**config.mk**
```make
export PLATFORM = sky130hd
export DESIGN_NAME = secure_sys_counter
export DESIGN_NICKNAME = d
export VERILOG_FILES = /design/src/rtl/scnt_pkg.sv /design/src/rtl/scnt_decode.sv /design/src/rtl/scnt_gate.sv /design/src/rtl/scnt_counter.sv /design/src/rtl/scnt_regs.sv /design/src/rtl/secure_sys_counter.sv
export SDC_FILE = /design/constraint.sdc
export NUM_CORES = 1
export LEC_CHECK = 0
export BUFFER_PORTS_ARGS = -buffer_cell sky130_fd_sc_hd__buf_2
export CORE_AREA = 2 2 114 116
export CTS_BUF_LIST = sky130_fd_sc_hd__clkbuf_8 sky130_fd_sc_hd__clkbuf_16
export DETAILED_ROUTE_END_ITERATION = 16
export DIE_AREA = 0 0 116 118
export PLACE_DENSITY = 0.87
export SYNTH_ARGS = -nofsm -noshare
export SYNTH_HDL_FRONTEND = slang
export SYNTH_SLANG_ARGS = --single-unit
```
**constraint.sdc**
```tcl
create_clock -name clk -period 2.1 [get_ports clk]
set_input_delay 0.21 -clock clk [delete_from_list [all_inputs] [get_ports clk]]
set_output_delay 0.21 -clock clk [all_outputs]
set_load 0.005 [all_outputs]
```
**src/rtl/scnt_pkg.sv**
```systemverilog
package scnt_pkg;

  localparam int unsigned WORD_W     = 32;
  localparam int unsigned CTRL_KEEP  = 2;
  localparam int unsigned WINDOW_TOP = 32'h20;
  localparam logic [1:0]  SIZE_WORD  = 2'b10;

  typedef enum logic [2:0] {
    SEL_NONE = 3'd0,
    SEL_CTRL = 3'd1,
    SEL_STAT = 3'd2,
    SEL_CLO  = 3'd3,
    SEL_CHI  = 3'd4,
    SEL_FREQ = 3'd5
  } reg_sel_e;

  // legal = full word, aligned, inside the register window
  function automatic logic f_access_legal(input logic [31:0] byte_ofs,
                                          input logic [1:0]  size);
    return (size == SIZE_WORD) && (byte_ofs[1:0] == 2'b00) &&
           (byte_ofs <= WINDOW_TOP);
  endfunction

  function automatic reg_sel_e f_pick_reg(input logic [31:0] byte_ofs);
    case (byte_ofs)
      32'h00:  return SEL_CTRL;
      32'h04:  return SEL_STAT;
      32'h08:  return SEL_CLO;
      32'h0C:  return SEL_CHI;
      32'h20:  return SEL_FREQ;
      default: return SEL_NONE;
    endcase
  endfunction

  function automatic logic [WORD_W-1:0] f_ctrl_view(input logic [CTRL_KEEP-1:0] kept);
    return {{(WORD_W-CTRL_KEEP){1'b0}}, kept};
  endfunction

  function automatic logic [WORD_W-1:0] f_status_view(input logic halted);
    return {{(WORD_W-2){1'b0}}, halted, 1'b0};
  endfunction

endpackage

```
**src/rtl/scnt_decode.sv**
```systemverilog
module scnt_decode
  import scnt_pkg::*;
#(
  parameter int unsigned ADDR_W = 6
) (
  input  logic [ADDR_W-1:0] req_addr,
  input  logic [1:0]        req_size,
  output reg_sel_e          sel,
  output logic              legal
);

  logic [31:0] byte_ofs;

  always_comb begin
    byte_ofs = 32'(req_addr);
    legal    = f_access_legal(byte_ofs, req_size);
    sel      = legal ? f_pick_reg(byte_ofs) : SEL_NONE;
  end

endmodule

```
**src/rtl/scnt_gate.sv**
```systemverilog
module scnt_gate (
  input  logic req_valid,
  input  logic req_write,
  input  logic req_secure,
  input  logic legal,
  output logic wr_take,
  output logic wr_refuse,
  output logic rd_take,
  output logic err_next
);

  always_comb begin
    wr_take   = req_valid &  req_write & req_secure & legal;
    wr_refuse = req_valid &  req_write & ~(req_secure & legal);
    rd_take   = req_valid & ~req_write & legal;
    err_next  = wr_refuse | (req_valid & ~req_write & ~legal);
  end

endmodule

```
**src/rtl/scnt_counter.sv**
```systemverilog
module scnt_counter #(
  parameter int unsigned CNT_W = 64
) (
  input  logic             clk,
  input  logic             rst_n,
  input  logic             run,
  output logic [CNT_W-1:0] count_q
);

  always_ff @(posedge clk or negedge rst_n) begin
    if (!rst_n)   count_q <= '0;
    else if (run) count_q <= count_q + CNT_W'(1);
  end

endmodule

```
**src/rtl/scnt_regs.sv**
```systemverilog
module scnt_regs
  import scnt_pkg::*;
#(
  parameter int unsigned CNT_W = 64
) (
  input  logic                 clk,
  input  logic                 rst_n,
  input  logic                 req_valid,
  input  logic                 wr_take,
  input  logic                 rd_take,
  input  logic                 err_next,
  input  reg_sel_e             sel,
  input  logic [WORD_W-1:0]    wdata,
  input  logic [CNT_W-1:0]     count,
  output logic [CTRL_KEEP-1:0] ctrl_q,
  output logic                 rsp_valid,
  output logic                 rsp_err,
  output logic [WORD_W-1:0]    rsp_rdata
);

  localparam int unsigned HI_W = CNT_W - WORD_W;

  logic [WORD_W-1:0] freq_q;
  logic [HI_W-1:0]   snap_q;
  logic [WORD_W-1:0] rd_word;
  logic              snap_load;

  assign snap_load = rd_take && (sel == SEL_CLO);

  always_ff @(posedge clk or negedge rst_n) begin
    if (!rst_n) begin
      ctrl_q <= '0;
      freq_q <= '0;
    end else if (wr_take) begin
      if (sel == SEL_CTRL) ctrl_q <= wdata[CTRL_KEEP-1:0];
      if (sel == SEL_FREQ) freq_q <= wdata;
    end
  end

  always_ff @(posedge clk or negedge rst_n) begin
    if (!rst_n)         snap_q <= '0;
    else if (snap_load) snap_q <= count[CNT_W-1:WORD_W];
  end

  always_comb begin
    case (sel)
      SEL_CTRL: rd_word = f_ctrl_view(ctrl_q);
      SEL_STAT: rd_word = f_status_view(1'b0);
      SEL_CLO:  rd_word = count[WORD_W-1:0];
      SEL_CHI:  rd_word = WORD_W'(snap_q);
      SEL_FREQ: rd_word = freq_q;
      default:  rd_word = '0;
    endcase
  end

  always_ff @(posedge clk or negedge rst_n) begin
    if (!rst_n) begin
      rsp_valid <= 1'b0;
      rsp_err   <= 1'b0;
      rsp_rdata <= '0;
    end else begin
      rsp_valid <= req_valid;
      rsp_err   <= err_next;
      rsp_rdata <= rd_take ? rd_word : '0;
    end
  end

endmodule

```
**src/rtl/secure_sys_counter.sv**
```systemverilog
module secure_sys_counter
  import scnt_pkg::*;
#(
  parameter int unsigned ADDR_W = 6
) (
  input  logic              clk,
  input  logic              rst_n,
  input  logic              tick_en,
  input  logic              req_valid,
  input  logic              req_write,
  input  logic              req_secure,
  input  logic [ADDR_W-1:0] req_addr,
  input  logic [1:0]        req_size,
  input  logic [31:0]       req_wdata,
  output logic              rsp_valid,
  output logic              rsp_err,
  output logic [31:0]       rsp_rdata
);

  localparam int unsigned CNT_W = 2 * WORD_W;

  reg_sel_e             sel_w;
  logic                 legal_w;
  logic                 write_accepted;
  logic                 write_refused;
  logic                 read_served;
  logic                 err_next_w;
  logic [CTRL_KEEP-1:0] ctrl_w;
  logic                 ctrl_en_w;
  logic                 count_run;
  logic [CNT_W-1:0]     count_w;

  scnt_decode #(.ADDR_W(ADDR_W)) u_decode (
    .req_addr (req_addr),
    .req_size (req_size),
    .sel      (sel_w),
    .legal    (legal_w)
  );

  scnt_gate u_gate (
    .req_valid  (req_valid),
    .req_write  (req_write),
    .req_secure (req_secure),
    .legal      (legal_w),
    .wr_take    (write_accepted),
    .wr_refuse  (write_refused),
    .rd_take    (read_served),
    .err_next   (err_next_w)
  );

  assign ctrl_en_w = ctrl_w[0];
  assign count_run = ctrl_en_w & tick_en;

  scnt_counter #(.CNT_W(CNT_W)) u_counter (
    .clk     (clk),
    .rst_n   (rst_n),
    .run     (count_run),
    .count_q (count_w)
  );

  scnt_regs #(.CNT_W(CNT_W)) u_regs (
    .clk       (clk),
    .rst_n     (rst_n),
    .req_valid (req_valid),
    .wr_take   (write_accepted),
    .rd_take   (read_served),
    .err_next  (err_next_w),
    .sel       (sel_w),
    .wdata     (req_wdata),
    .count     (count_w),
    .ctrl_q    (ctrl_w),
    .rsp_valid (rsp_valid),
    .rsp_err   (rsp_err),
    .rsp_rdata (rsp_rdata)
  );

endmodule

```
## Word level (Yosys, flattened, before mapping)

Index checks and enable logic that the tools add are counted.
W data, S select, Z words.

| cells by class | value |
|---|---|
| reductions and logical operators | 7 |
| magnitude comparators | 1 |
| eq/ne operators | 9 |
| add/sub/neg operators | 1 |
| muxes and demuxes | 4 |
| bitwise logic cells | 13 |

Operator list:

| operator | number |
|---|---|
| $pmux W32 S4 | 1 |
| $add A64 B1 Y64 const B | 1 |
| $mux W32 | 1 |
| $pmux W3 S5 | 1 |
| $eq A6 B4 Y1 const B | 2 |
| $and A1 B1 Y1 | 9 |
| $eq A3 B3 Y1 const B | 2 |
| $eq A6 B3 Y1 const B | 1 |
| $eq A6 B6 Y1 const B | 1 |
| $le A6 B6 Y1 const B | 1 |
| $logic_not A6 Y1 | 1 |
| $reduce_and A2 Y1 | 2 |
| $eq A3 B1 Y1 const B | 1 |
| $eq A3 B2 Y1 const B | 1 |
| $logic_and A1 B1 Y1 | 3 |
| $mux W3 | 1 |
| $not A1 Y1 | 3 |
| $eq A2 B2 Y1 const B | 1 |
| $logic_not A2 Y1 | 1 |
| $or A1 B1 Y1 | 1 |

| word-level totals | value |
|---|---|
| word-level logic and storage cells | 42 |
| bits of input ports | 46 |
| register bits | 164 |

## Depth between registers and ports, before layout

| depth | value |
|---|---|
| word-level depth | 7 |
| gate-level depth with buffers | 7 |

## By module

From an unflattened synthesis, not the netlist that was laid out.

| unflattened totals | value |
|---|---|
| cell total of the unflattened synthesis | 631 |
| area total of the unflattened synthesis | 7,559.8 µm² |

By module, submodules not included:

| module | instances | area each (µm²) | cells each | seq. area each (µm²) |
|---|---|---|---|---|
| scnt_regs | 1 | 4,326.6 | 328 | 2,502.4 |
| scnt_counter | 1 | 3,098.0 | 285 | 1,601.5 |
| scnt_decode | 1 | 91.3 | 9 | 0.0 |
| scnt_gate | 1 | 37.5 | 8 | 0.0 |
| secure_sys_counter | 1 | 6.3 | 1 | 0.0 |

## Worst setup path before layout

No wires, ideal clock.

| timing path | value |
|---|---|
| path kind | reg2reg |
| start point | register u_counter.count_q[0] |
| end point | register u_counter.count_q[58] |
| arrival time | 1.759 ns |
| clock period less this slack | 1.838 ns |
| slack | 0.262 ns |
| path buffers | 0 |
| stages on the path, launching flop included | 7 |
| cell sequence | dfrtp_1 > ha_1 > nand3_1 > nor4_2 > nand3_1 > nor3_1 > xor2_1 |

| on the way | value |
|---|---|
| longest elaborated chain between the ends | 1 |

Ends and longest elaborated chain:

| what | RTL line | RTL |
|---|---|---|
| start: declaration | scnt_counter.sv:7 | `output logic [CNT_W-1:0] count_q` |
| start signal: assignment | scnt_counter.sv:12 | `else if (run) count_q <= count_q + CNT_W'(1);` |
| $add A64 B1 Y64 | scnt_counter.sv:12 |  |

No other way between the ends.
A chain may end at the register's enable or synchronous reset.

## Final worst setup path

| timing path | value |
|---|---|
| start point | register u_counter.count_q[16] |
| end point | register u_counter.count_q[57] |

Same word-level chain as after synthesis.

==> impl_results.md <==
* Effective utilization at floorplan at 0.569
* Final Power at roughly 6.9 mW
* Relative max-transition margin at 0.574
* DIE AREA at 13700 um^2
* Overall track demand over capacity in global routing at 0.255
* Layer with the highest usage: met2
* Post-route ant nets at 0
* Clk buf depth at 2
* Leading area contributor after synthesis: sky130_fd_sc_hd__dfrtp_1
* Number of max-capacitance violations reported at 0
* Final clock period utilization by the worst path at 0.951
* Accumulated negative setup slack at 0 ns
* Core area at roughly 12000 um^2
* Initial antenna violation count at 0
* #FFs+latches synth at 164
* I/O pins at 80
* Clock buffers created by TritonCTS at 17
* TritonCTS sink count at around 160
* DR WL/cell at about 18 um
* Number of nets at the end of the flow at 744
* Final-layout fill cell count at about 830
* Most common cell in the synthesized netlist: sky130_fd_sc_hd__dfrtp_1
* Result of the run: complete, no violations
* CP Max Fanout at 6
* Latest clock arrival within the worst-skew pair at roughly 0.43 ns
* Share of the synthesized netlist area taken by xor and xnor gates at 0.0781
* Post-Syn Nets at 640
* Fraction of synthesis flops using an asynchronous set or reset pin at 1.00
* Crit path arrival time at around 2.4 ns
* Proportion of synthesized area in mux cells at 0.0989
* Aggregate routed wire length at around 16000 um
* Iteration-0 DRC count of the detailed router at ~500
* Total standard cell area after synthesis at 7060 um^2
* Cell chosen for the clock root: sky130_fd_sc_hd__clkbuf_16
* Vias per Instance at 5.69
* Measured slew at the worst slew-check pin at between 0.6 and 0.7 ns
* Mean instance size in the synthesized netlist at 11.9 um^2
* Placed instance area at just under 8000 um^2
* Unrepaired setup endpoints after global routing: no
* Global-route wire length before repair at 27200 um
* Largest net degree at the start of global routing at 66
* Fraction of layout instances using a drive strength above 1 at 0.315
* Design area at between 8000 and 9000 um^2
* Initial DRT Pass Iterations at 6
* Chip height at roughly 120 um
* Fin. Hold Viols at 0
* Nature of the critical path endpoint: register
* Count of H-tree levels built during CTS at 4
* Worst-case clock skew at 0.00882 ns
* Floorplan die width at 116 um
* Setup slack of the critical path after layout at around 0.1 ns
* Post-detail-place hpwl at 10500 um
* Sequential share of the synthesized area at 0.581
* Final Max Tran Viols at 0
* Post-placement setup slack at around 0.20 ns
* Number of warning messages in the yosys log at 0
* Most frequently used flop master after synthesis: sky130_fd_sc_hd__dfrtp_1
* Synth unique cells at ~40
* Synthesized-area fraction occupied by adder cells at 0.00177
* Clk slew on worst S/H paths at about 0.060 ns
* Total number of vias at approximately 5000
* Standby leakage power at about 4.2 nW
* Area share of the largest cell type after synthesis at 0.581
* CTS tree: yes
* Total power divided by cell area at 805 nW/um^2
* Critical Path RT at between 2 and 2.5 ns
* Time the final worst path needs with I/O delays and setup at between 1.5 and 2 ns
* Num rows at 41
* Top cells by instance count after synthesis: sky130_fd_sc_hd__dfrtp_1 (164), sky130_fd_sc_hd__nand2_1 (74), sky130_fd_sc_hd__mux2_2 (62)
* Top area cells in the synthesized netlist: sky130_fd_sc_hd__dfrtp_1 (58%), sky130_fd_sc_hd__mux2_2 (9.9%), sky130_fd_sc_hd__xor2_1 (4.1%)
* Global-route met3 utilization at 0.0551
* Number of synthesized flops with an enable pin at 0
* Startpoint type of the worst setup path: register
* Hold crit path type: input pin to register
* Area delta synth->final at 21.2%
* Number of endpoints failing setup at the final stage at 0
* Fmax at 501 MHz
* GR Util met2 at 0.422
* Final RePlAce weighted congestion at 0.854
* Overflow left after global routing at 0
* Antenna Diode Count at 0
* DRC viols at 0
* Peak ir drop on the vdd network at between 0.5 and 0.6 mV
* Number of buffers inserted by port buffering at 79
* Category of the most critical setup path: register to register
* Synth Area in Compound Gates at 0.0647
* Area share of and/or/nand/nor cells after synthesis at 0.155
* Number of global-route vias before repair at approximately 5500
* Post-Synthesis Cells at around 600
* Met1 Resource Use GR at 0.321
* Dominant combinational cell family by area after synthesis: simple AND/OR/NAND/NOR gates
* Post-CTS Setup Repair Bufs at 0
[cell type report]
| type | instances | area, um^2 | area share |
|---|---|---|---|
| repair buffers | 106 | 687 | 0.0803 |
| clock buffers | 19 | 453 | 0.0529 |
| well taps | 172 | 215 | 0.0251 |
| clock inverters | 12 | 226 | 0.0265 |
| inverters | 8 | 30.0 | 0.00351 |
| multi-input cells | 400 | 2840 | 0.332 |
| flip-flops and latches | 164 | 4100 | 0.479 |
[worst max-delay path, cell delays in order, from the launching register on]
cell	delay [ns]
sky130_fd_sc_hd__dfrtp_1	0.46
sky130_fd_sc_hd__nand4_2	0.27
sky130_fd_sc_hd__nor4_4	0.39
sky130_fd_sc_hd__nand3_1	0.28
sky130_fd_sc_hd__nor4_1	0.34
sky130_fd_sc_hd__xor2_1	0.19
[where the power goes]
| part | switching [mW] | internal, mW | total, mW |
|---|---|---|---|
| registers | 0.0133 | 3.17 | 3.19 |
| clock network | 1.24 | 2.29 | 3.53 |
| logic | 0.105 | 0.0643 | 0.169 |
[registers in the layout, summed over array words and instances, names as in the netlist]
| signal | flops |
|---|---|
| u_regs.snap_q | 32 |
| u_regs.rsp_rdata | 32 |
| u_regs.ctrl_q | 2 |
| u_regs.rsp_valid | 1 |
| u_regs.rsp_err | 1 |
| u_counter.count_q | 64 |
| u_regs.freq_q | 32 |
[logic make-up (layout without fill, tap and decap cells)]
family                   count (synthesis)  in the layout
AND/OR/NAND/NOR                        201            201
flip-flops                             164            164
AO/OA/AOI/OAI                           73             73
XOR/XNOR                                63             63
multiplexers                            62             62
buffers and inverters                   29            145
adder cells (fa/ha/maj)                  1              1
[layout by cell type (no fill, tap or decap), types with 3 or more instances in the layout]
cell type and count:
sky130_fd_sc_hd__dfrtp_1 164, sky130_fd_sc_hd__buf_12 6, sky130_fd_sc_hd__buf_4 18, sky130_fd_sc_hd__nand3_1 20
sky130_fd_sc_hd__a21oi_1 33, sky130_fd_sc_hd__nor2_1 30, sky130_fd_sc_hd__nor3_2 6, sky130_fd_sc_hd__and2_1 3
sky130_fd_sc_hd__nand4_1 13, sky130_fd_sc_hd__buf_2 78, sky130_fd_sc_hd__nor4_2 3, sky130_fd_sc_hd__o21ai_0 6
sky130_fd_sc_hd__xor2_1 33, sky130_fd_sc_hd__nor4_4 3, sky130_fd_sc_hd__clkbuf_16 17, sky130_fd_sc_hd__or3_1 3
sky130_fd_sc_hd__nor4_1 7, sky130_fd_sc_hd__mux2_2 62, sky130_fd_sc_hd__nand2b_1 3, sky130_fd_sc_hd__xnor2_1 30
sky130_fd_sc_hd__inv_1 8, sky130_fd_sc_hd__dlygate4sd3_1 3, sky130_fd_sc_hd__bufinv_16 6, sky130_fd_sc_hd__a22oi_1 29
sky130_fd_sc_hd__and3_1 10, sky130_fd_sc_hd__nand4_2 3, sky130_fd_sc_hd__nor3_1 7, sky130_fd_sc_hd__nand2_1 74
[through the flow]
step / instances / hold slack [ns] / util
3_5_place_dp: 847 / 0.246 / 0.630
3_3_place_gp: 847 / 0.235 / 0.630
6_report: 881 / 0.0114 / 0.689
2_1_floorplan: 593 / -0.0856 / -
5_1_grt: 881 / 0.00851 / 0.689
4_1_cts: 881 / 0.000393 / 0.688
[worst paths after layout]
check | startpoint | to | slack, ns | cells past startpoint
min | req_wdata[23] | u_regs.freq_q[23]$_DFFE_PN0P_ | 0.01 | 2
max in group asynchronous | rst_n | u_regs.snap_q[17]$_DFFE_PN0P_ | 1.03 | 3
min in group asynchronous | rst_n | u_regs.rsp_rdata[13]$_DFF_PN0_ | 0.34 | 2
max reg2reg | u_counter.count_q[16]$_DFFE_PN0P_ | u_counter.count_q[57]$_DFFE_PN0P_ | 0.10 | 5
min reg2reg | u_counter.count_q[40]$_DFFE_PN0P_ | u_counter.count_q[40]$_DFFE_PN0P_ | 0.50 | 1
max | u_counter.count_q[16]$_DFFE_PN0P_ | u_counter.count_q[57]$_DFFE_PN0P_ | 0.10 | 5
[what timing repair did]
item	4_1_cts	5_1_grt
endpoints found under the setup margin	0	15
gates resized for setup	0	5
endpoints found under the hold margin	64	0
hold buffers	3	0
[layer usage]
| metal | vias to the layer above | part of all wire |
|---|---|---|
| met3 | 48 | 0.045 |
| met1 | 2529 | 0.40 |
| li1 | 2284 | - |
| met2 | 153 | 0.52 |
| met4 | 0 | 0.031 |
| met5 | - | 0 |
No activity file was read; power rests on OpenSTA's default activity.
